$ cat src/rtl/irq_prio_pkg.sv
package irq_prio_pkg;

  typedef enum logic [2:0] {
    OP_ROT_AUTO_OFF = 3'b000,
    OP_END_TOP      = 3'b001,
    OP_IDLE         = 3'b010,
    OP_END_NAMED    = 3'b011,
    OP_ROT_AUTO_ON  = 3'b100,
    OP_ROT_END_TOP  = 3'b101,
    OP_LOW_SET      = 3'b110,
    OP_ROT_END_NAMED= 3'b111
  } end_op_e;

  typedef struct packed {
    logic end_top;
    logic end_named;
    logic rot;
    logic low_set;
    logic auto_on;
    logic auto_off;
    logic smm_wr;
    logic smm_val;
    logic poll_arm;
    logic rsel_wr;
    logic rsel_isr;
  } cmd_dec_t;

endpackage

$ cat src/rtl/irq_prio_cmd_dec.sv
module irq_prio_cmd_dec
  import irq_prio_pkg::*;
(
  input  logic       we,
  input  logic [7:0] data,
  output cmd_dec_t   dec
);

  always_comb begin
    dec = '0;
    if (we) begin
      if (data[4:3] == 2'b00) begin
        case (end_op_e'(data[7:5]))
          OP_END_TOP:       dec.end_top = 1'b1;
          OP_END_NAMED:     dec.end_named = 1'b1;
          OP_ROT_END_TOP:   begin dec.end_top = 1'b1;   dec.rot = 1'b1; end
          OP_ROT_END_NAMED: begin dec.end_named = 1'b1; dec.rot = 1'b1; end
          OP_LOW_SET:       dec.low_set = 1'b1;
          OP_ROT_AUTO_ON:   dec.auto_on = 1'b1;
          OP_ROT_AUTO_OFF:  dec.auto_off = 1'b1;
          default:          ;
        endcase
      end else if (data[4:3] == 2'b01 && !data[7]) begin
        dec.smm_wr   = data[6];
        dec.smm_val  = data[5];
        dec.poll_arm = data[2];
        dec.rsel_wr  = data[1];
        dec.rsel_isr = data[0];
      end
    end
  end

endmodule

$ cat src/rtl/irq_prio_pick.sv
module irq_prio_pick #(
  parameter int N_LVL = 8,
  parameter int LW    = $clog2(N_LVL)
) (
  input  logic [N_LVL-1:0] vec,
  input  logic [LW-1:0]    lowest,
  output logic             any,
  output logic [LW-1:0]    lvl
);

  logic [LW-1:0] idx;

  // Scan from the lowest-priority slot back to the highest; the last hit wins.
  always_comb begin
    any = |vec;
    lvl = '0;
    idx = '0;
    for (int k = N_LVL - 1; k >= 0; k--) begin
      idx = lowest + LW'(1) + LW'(k);
      if (vec[idx]) lvl = idx;
    end
  end

endmodule

$ cat src/rtl/irq_prio_ctrl.sv
module irq_prio_ctrl
  import irq_prio_pkg::*;
#(
  parameter int N_LVL    = 8,
  parameter bit AUTO_EOI = 1'b0
) (
  input  logic                     clk,
  input  logic                     rst,
  input  logic                     cmd_we,
  input  logic [7:0]               cmd_data,
  input  logic [N_LVL-1:0]         irq_in,
  input  logic                     ack_req,
  output logic                     ack_valid,
  output logic [$clog2(N_LVL)-1:0] ack_level,
  output logic                     int_out,
  input  logic                     rd_en,
  output logic [7:0]               rd_data
);

  localparam int LW = $clog2(N_LVL);
  localparam logic [LW-1:0] LOW_RST = LW'(N_LVL - 1);

  logic [N_LVL-1:0] irr_q, isr_q;
  logic [LW-1:0]    low_q;
  logic             rot_auto_q, smm_q, poll_q, rsel_isr_q;
  logic             int_q, ack_valid_q;
  logic [LW-1:0]    ack_level_q;
  logic [7:0]       rd_data_q;

  cmd_dec_t dec;
  irq_prio_cmd_dec u_dec (.we(cmd_we), .data(cmd_data), .dec(dec));

  logic          pend_any, svc_any;
  logic [LW-1:0] pend_lvl, svc_lvl;

  irq_prio_pick #(.N_LVL(N_LVL), .LW(LW)) u_pend (
    .vec(irr_q), .lowest(low_q), .any(pend_any), .lvl(pend_lvl));
  irq_prio_pick #(.N_LVL(N_LVL), .LW(LW)) u_svc (
    .vec(isr_q), .lowest(low_q), .any(svc_any), .lvl(svc_lvl));

  function automatic logic [LW-1:0] rank_of(input logic [LW-1:0] l,
                                            input logic [LW-1:0] low);
    return l - low - LW'(1);
  endfunction

  logic             aeoi_eff, take, end_hit, int_nxt;
  logic [LW-1:0]    cmd_lvl, end_lvl, low_nxt;
  logic [N_LVL-1:0] isr_clr, isr_set, irr_clr;
  logic [7:0]       poll_word, rd_nxt;

  assign aeoi_eff = AUTO_EOI | rot_auto_q;
  assign take     = ack_req | (rd_en & poll_q);
  assign cmd_lvl  = cmd_data[LW-1:0];
  assign end_lvl  = dec.end_named ? cmd_lvl : svc_lvl;
  assign end_hit  = dec.end_named | (dec.end_top & svc_any);

  always_comb begin
    isr_clr = end_hit ? (N_LVL'(1) << end_lvl) : '0;
    isr_set = (take && pend_any && !aeoi_eff) ? (N_LVL'(1) << pend_lvl) : '0;
    irr_clr = (take && pend_any) ? (N_LVL'(1) << pend_lvl) : '0;

    low_nxt = low_q;
    if (take && pend_any && rot_auto_q) low_nxt = pend_lvl;
    if (dec.rot && end_hit)              low_nxt = end_lvl;
    if (dec.low_set)                     low_nxt = cmd_lvl;

    int_nxt = pend_any &&
              (smm_q || !svc_any ||
               (rank_of(pend_lvl, low_q) < rank_of(svc_lvl, low_q)));

    poll_word = '0;
    poll_word[7] = pend_any;
    poll_word[LW-1:0] = pend_lvl;
    if (poll_q)          rd_nxt = poll_word;
    else if (rsel_isr_q) rd_nxt = 8'(isr_q);
    else                 rd_nxt = 8'(irr_q);
  end

  always_ff @(posedge clk) begin
    if (rst) begin
      irr_q       <= '0;
      isr_q       <= '0;
      low_q       <= LOW_RST;
      rot_auto_q  <= 1'b0;
      smm_q       <= 1'b0;
      poll_q      <= 1'b0;
      rsel_isr_q  <= 1'b0;
      int_q       <= 1'b0;
      ack_valid_q <= 1'b0;
      ack_level_q <= '0;
      rd_data_q   <= '0;
    end else begin
      irr_q       <= (irr_q & ~irr_clr) | irq_in;
      isr_q       <= (isr_q & ~isr_clr) | isr_set;
      low_q       <= low_nxt;
      int_q       <= int_nxt;
      ack_valid_q <= ack_req;
      if (ack_req) ack_level_q <= pend_lvl;
      if (rd_en)   rd_data_q   <= rd_nxt;
      if (dec.auto_on)       rot_auto_q <= 1'b1;
      else if (dec.auto_off) rot_auto_q <= 1'b0;
      if (dec.smm_wr)  smm_q      <= dec.smm_val;
      if (dec.rsel_wr) rsel_isr_q <= dec.rsel_isr;
      if (dec.poll_arm)             poll_q <= 1'b1;
      else if (rd_en && poll_q)     poll_q <= 1'b0;
    end
  end

  assign int_out   = int_q;
  assign ack_valid = ack_valid_q;
  assign ack_level = ack_level_q;
  assign rd_data   = rd_data_q;

endmodule

$ cat config.mk
export PLATFORM = sky130hd
export DESIGN_NAME = irq_prio_ctrl
export DESIGN_NICKNAME = d
export VERILOG_FILES = /design/src/rtl/irq_prio_pkg.sv /design/src/rtl/irq_prio_cmd_dec.sv /design/src/rtl/irq_prio_pick.sv /design/src/rtl/irq_prio_ctrl.sv
export SDC_FILE = /design/constraint.sdc
export NUM_CORES = 1
export LEC_CHECK = 0
export ABC_AREA = 1
export CORE_MARGIN = 2
export CORE_UTILIZATION = 52
export CTS_CLUSTER_SIZE = 40
export DETAILED_ROUTE_END_ITERATION = 12
export PLACE_DENSITY = 0.75
export SLEW_MARGIN = 20
export SYNTH_ARGS = -nofsm -noshare
export SYNTH_HDL_FRONTEND = slang
export SYNTH_SLANG_ARGS = --single-unit
$ cat constraint.sdc
create_clock -name clk -period 3.93 [get_ports clk]
set_clock_uncertainty 0.2 [all_clocks]
set_input_delay 0.5895 -clock clk [delete_from_list [all_inputs] [get_ports clk]]
set_output_delay 0.5895 -clock clk [all_outputs]
set_load 0.03 [all_outputs]
======== Word-level counts from Yosys, hierarchy flattened ========
Cells that the tools add are included.
W data, S select, Z words.
cells by class
  $add $sub $neg .......................... 12
  order comparisons ....................... 9
  equality and inequality tests ........... 7
  shifts and indexed selects .............. 2
  mux-type cells .......................... 71
  bitwise logic cells ..................... 10
  reduce and logical (&&, ||, !) cells .... 22
operators by type and width
  cell                   count
  $mux W3                20
  $bmux W1 S3            16
  $mux W8                5
  $lt A3 B4 Y1 const B   8
  $mux W1                26
  $and A8 B8 Y8          2
  $not A8 Y8             2
  $or A8 B8 Y8           2
  $reduce_or A8 Y1       2
  $shl A1 B3 Y8 const A  2
  $add A3 B3 Y3 const B  4
  $eq A3 B3 Y1 const B   4
  $mux W11               1
  $mux W5                2
  $logic_and A1 B1 Y1    7
  $add A3 B1 Y3 const B  2
  $add A3 B2 Y3 const B  2
  $mux W6                1
  $reduce_or A2 Y1       3
  $sub A3 B1 Y3 const B  2
  $sub A3 B3 Y3          2
  $reduce_bool A2 Y1     2
  $eq A3 B1 Y1 const B   1
  $eq A3 B2 Y1 const B   1
  other kinds (9)        14
storage, ports and cells
  bits in registers ....................... 36
  bits of input ports ..................... 21
  output and inout bits ................... 13

======== Logic depth before layout (Yosys ltp) ========
  depth in word-level cells ............... 18
  depth in mapped cells ................... 30

======== By module ========
Synthesis repeated with hierarchy kept, for this count alone.
second synthesis, totals
  cells, all modules ...................... 652
  area, all modules ....................... 3539.6 um2
modules (own cells, without submodules)
  module            times used  cells each  area each (um2)
  irq_prio_ctrl     1           258         1803.0
  irq_prio_pick     2           181         802.0
  irq_prio_cmd_dec  1           32          132.6

======== Worst setup path after synthesis ========
No wires, ideal clock.
  path type ............................... register to register
  start point ............................. register low_q[0]
  end point ............................... register int_q, in the netlist int_out
  setup time .............................. 0.056 ns
  arrival ................................. 3.818 ns
  slack ................................... -0.144 ns
  cell stages (with the launch flop) ...... 30
  path buffers ............................ 5
  period minus slack after synthesis ...... 4.074 ns
  cells stage by stage .................... dfxtp_1 > buf_6 > inv_6 > buf_2 > ha_1 > buf_4 > inv_4 > nand2_2 > nand2_4 > buf_6 > nand2_1 > nand3_1 > nand2_1 > a21oi_1 > o21bai_1 > nand2_1 > nand2_1 > nand2_1 > nand2_1 > buf_4 > ha_1 > fa_1 > xor2_1 > xor2_1 > ha_1 > a21oi_1 > nand2_1 > nand3_1 > nand3_1 > inv_1
between the ends
  word-level cells in the longest chain between the ends .. 17
  elaborated cells on any way between the ends .. 63
ends and longest elaborated chain
  item                           line                 source
  from (decl)                    irq_prio_ctrl.sv:24  logic [LW-1:0] low_q;
  from (signal assigned)         irq_prio_ctrl.sv:95  low_q <= low_nxt;
  $add A3 B1 Y3 *                irq_prio_pick.sv:19  idx = lowest + LW'(1) + LW'(k);
  $add A3 B3 Y3                  irq_prio_pick.sv:19
  $bmux W1 S3                    irq_prio_pick.sv:20  if (vec[idx]) lvl = idx;
  $mux W1 (implied by the code)  irq_prio_pick.sv:20
  $mux W3 (7 in a row)           irq_prio_pick.sv:20
  $mux W3 *                      irq_prio_pick.sv:20
  named net pend_lvl[0]          irq_prio_ctrl.sv:34  logic [LW-1:0] pend_lvl, svc_lvl;
  $sub A3 B3 Y3 *                irq_prio_ctrl.sv:43  return l - low - LW'(1);
  $sub A3 B1 Y3 *                irq_prio_ctrl.sv:43
  $lt A3 B3 Y1 *                 irq_prio_ctrl.sv:69  (rank_of(pend_lvl, low_q) < rank_of(svc_lvl, low_q)));
  $logic_or A1 B1 Y1 *           irq_prio_ctrl.sv:68  (smm_q || !svc_any ||
  $logic_and A1 B1 Y1 *          irq_prio_ctrl.sv:67  int_nxt = pend_any &&
  to (signal assigned)           irq_prio_ctrl.sv:96  int_q <= int_nxt;
  to (decl)                      irq_prio_ctrl.sv:26  logic int_q, ack_valid_q;
The timed path passes the listed nets; every way through them passes the cells marked *. The select of a mux whose other input is x is not followed.
A chain may end at the register's enable or synchronous reset.

======== Worst setup path in the final report ========
  start point ............................. register low_q[0]
  end point ............................... register int_q, in the netlist int_out
between the ends
  word-level cells in the longest chain between the ends .. 17
  elaborated cells on any way between the ends .. 63
ends and longest elaborated chain
  item                           line
  $add A3 B1 Y3                  irq_prio_pick.sv:19
  $add A3 B3 Y3                  irq_prio_pick.sv:19
  $bmux W1 S3                    irq_prio_pick.sv:20
  $mux W1 (implied by the code)  irq_prio_pick.sv:20
  $mux W3 (8 in a row)           irq_prio_pick.sv:20
  $sub A3 B3 Y3                  irq_prio_ctrl.sv:43
  $sub A3 B1 Y3                  irq_prio_ctrl.sv:43
  $lt A3 B3 Y1 *                 irq_prio_ctrl.sv:69
  $logic_or A1 B1 Y1 *           irq_prio_ctrl.sv:68
  $logic_and A1 B1 Y1 *          irq_prio_ctrl.sv:67
Mark *: on every way between the ends. The rest lies on a longest branch, timed or not. The select of a mux whose other input is x is not followed.

==> metrics.md <==
| Metric | Value |
|---|---|
| Relative max-transition margin | `a little over three fifths` |
| CP most frequent cell | `nand2_1` |
| Post-Synth Adder-Cell Area | `approximately 3.6%` |
| Vias per cell | `~5.6` |
| Count of pins over their slew limit | `0` |
| # setup viols final | `0` |
| CTS tree | `built` |
| Fillers | `563` |
| Post-Synth Simple-Gate Area | `a little under half` |
| Final net count | `approximately 640` |
| DRC viols | `0` |
| # H-tree levels | `2` |
| LEAKAGE | `0.001973 uW` |
| Routed len/inst | `14.81 microns` |
| Worst setup SP type | `register` |
| Final Hold Fails | `0` |
| Synth Area in XOR/XNOR | `approximately 1.1%` |
| Internal | `approximately 940 uW` |
| Congestion Overflow GR | `0` |
| Top cell type's share of synthesized area | `26.16%` |
| Synth Warn # | `0` |
| Avg Synthesized Cell Area | `approximately 5.7 sq um` |
| Mapped Area | `3214 sq um` |
| Worst path required time | `between 3000 and 4000 ps` |
| Total track usage | `between 20% and 30%` |
| Clock Power Share | `around 22%` |
| HP Class | `register to register` |
| Met1 global-route usage | `about 38%` |
| FFs w/ async S/R, synth | `0%` |
| CTS Buf Count | `5` |
| M2 GR Usage | `around half` |
| Setup_tns | `0 ps` |
| Global-route wire length before repair | `roughly 15 mm` |
| Skew-Pair Late Insertion Delay | `a little under 300 ps` |
| Final ANT Viol Nets | `0` |
| Initial antenna violation count | `0` |
| WL final | `a little over 10 mm` |
| Number of distinct library cells after synthesis | `37` |
| Min cycle time layout | `~3900 ps` |
| GR Layer Usage met3 | `between 3 and 4%` |
| Max-Cap Viols | `0` |
| CP endpoint kind | `register` |
| Clk Tree Root Cell | `clkbuf_8` |
| FF/Latch Area | `725.7 sq um` |
| Die H | `a little over 80 microns` |
| WP data arrival | `roughly 3900 ps` |
| DIE AREA | `between 6000 and 7000 sq um` |
| First DRT Iteration DRCs | `292` |
| Post-synthesis register bit count | `36` |
| Row count | `28` |
| Mux cell area share after synthesis | `0%` |
| Switching Share | `between 40% and 50%` |
| Reg clk slew, reported paths | `about 80 ps` |
| # clock sinks | `36` |
| Ports | `34` |
| Worst-path maximum fanout | `6` |
| EDFF count, synth | `0` |
| Peak Freq | `~260 MHz` |
| Routed via count | `just under 4,000` |
| Cells after Synth | `between 500 and 600` |
| Most frequent cell after synthesis | `nand2_1` |
| Initial Util | `53.97%` |
| Synth area leaders | `nand2_1 (26%), dfxtp_1 (22%), nand3_1 (8.6%)` |
| Port bufs | `33` |
| Core Region | `roughly 6000 sq um` |
| Max stage delay on crit path | `380 ps` |
| Comb power frac | `a little over half` |
| Most Crowded Layer GR | `met2` |
| Syn Nets | `approximately 590` |
| Sw Pwr | `approximately 730 uW` |
| Diode count | `0` |
| Main synth FF type | `dfxtp_1` |
| Compound-Gate Fraction of Synth Area | `about 16%` |
| Area of the multi-input gates | `approximately 2400 sq um` |
| Vias in the first global route | `around 3,300` |
| Detailed Place HPWL | `between 7 and 8 mm` |
| Main combinational cell family by area after synthesis | `simple AND/OR/NAND/NOR gates` |
| Worst vdd ir | `306.5 uV` |
| Commonest cells post-synth | `nand2_1 (224), inv_1 (56), nand3_1 (55), a21oi_1 (47), dfxtp_1 (36)` |
| Clk buf depth | `2` |
| Period utilization | `between 90% and 100%` |
| Share of cells above drive strength 1 | `between 15 and 20%` |
| Sequential area share after synthesis | `around 22%` |
| Largest net degree at the start of global routing | `27` |
| Final core occ | `approximately 69%` |
| P&R area growth vs syn | `27.87%` |
| Run status | `complete, no violations` |
| Horiz. Die Dim | `between 80 and 90 microns` |
| Pre-Repair DR Iteration Count | `5` |
| Flop pwr share | `a little over a quarter` |
| Total Power | `around 1700 uW` |
| Slew @ Worst Pin | `between 500 and 600 ps` |
| Worst path slowest cell | `dfxtp_4` |
| Synth area leader | `nand2_1` |
| PD cells | `406.8 nW/um^2` |
| Unrepaired setup endpoints after global routing | `true` |
| GP Congestion | `0.9083` |
| Critical path class | `register to register` |
-- cell type report --
type                       instances  area share (%)
multi-input combinational        446           57.20
sequential                        36           17.66
timing repair buffer              58           13.24
inverter                          64           6.332
clock buffer                       7           2.344
tap                               75           2.283
clock inverter                     1          0.7306
timing repair inverter             1          0.2131
-- power groups by stage --
stage | Combinational (uW) | Clock [uW] | Sequential [uW]
2_1_floorplan | 541 | 0 | 458
3_5_place_dp | 766 | 0 | 441
4_1_cts | 771 | 361 | 433
3_3_place_gp | 759 | 0 | 441
5_1_grt | 970 | 376 | 437
6_report | 879 | 359 | 435
-- worst max-delay path, delay by kind of cell (launching register included) --
| family | cells | cell delay, ps |
|---|---|---|
| fa+ha+maj | 4 | 1190 |
| flops | 1 | 380 |
| xor+xnor | 2 | 310 |
| buf+inv | 4 | 330 |
| compound gates | 3 | 440 |
| simple gates | 13 | 980 |
-- timing repair --
action / in CTS / in global routing
setup endpoints to repair: 1 / 1
pin swaps: 0 / 18
hold buffers: 0 / 0
gates resized for setup: 1 / 68
buffers inserted: 0 / 15
cloned: 0 / 2
-- worst paths after layout --
kind              startpoint  endpoint  slack, ps  depth (start not counted)
hold / removal         smm_q     smm_q        260                          2
setup / recovery    low_q[0]   int_out         50                         26
hold reg to reg        smm_q     smm_q        260                          2
setup reg to reg    low_q[0]   int_out         50                         26
-- cells by family after synthesis --
group / count (synthesis)
flops: 36
compound gates: 90
xor+xnor: 4
simple gates: 343
fa+ha+maj: 8
buf+inv: 81
-- metal layers --
metal | wire length [microns] | up-vias
li1 | - | 1928
met1 | 4418 | 1689
met2 | 4854 | 203
met3 | 673 | 24
met4 | 245 | 0
met5 | 0 | -
-- placed cells by master (no fill, tap or decap), types with 5 or more instances in the layout --
master	synthesis	routed
nand2_1	224	196
inv_1	56	56
nand3_1	55	49
a21oi_1	47	46
dfxtp_1	36	34
nand2_2	10	33
clkdlybuf4s50_1	0	33
nor2_1	27	27
buf_4	3	20
o21ai_0	15	15
nand4_1	12	12
o211ai_1	9	9
nand3_2	1	7
clkbuf_8	0	7
o21bai_1	6	6
nor3_1	6	6
nand2_4	1	5
-- through the flow --
| step | cell area [sq um] | hold slack [ps] | std cells | setup slack, ps |
|---|---|---|---|---|
| 2_1_floorplan | 3242 | 229.6 | 562 | 33.30 |
| 5_1_grt | 4110 | 299.3 | 688 | -104.4 |
| 4_1_cts | 3734 | 260.2 | 671 | 57.43 |
| 3_5_place_dp | 3606 | 249.2 | 663 | 31.28 |
| 6_report | 4110 | 258.9 | 688 | 54.38 |
| 3_3_place_gp | 3606 | 247.0 | 663 | 150.2 |
-- flip-flops by register name, summed over array words and instances, names as in the netlist --
name	flops
isr_q	8
aeoi_eff	1
poll_q	1
rd_data	8
int_out	1
ack_level	3
irr_q	8
rsel_isr_q	1
ack_valid	1
low_q	3
smm_q	1
Power figures use the tool's default switching activity.
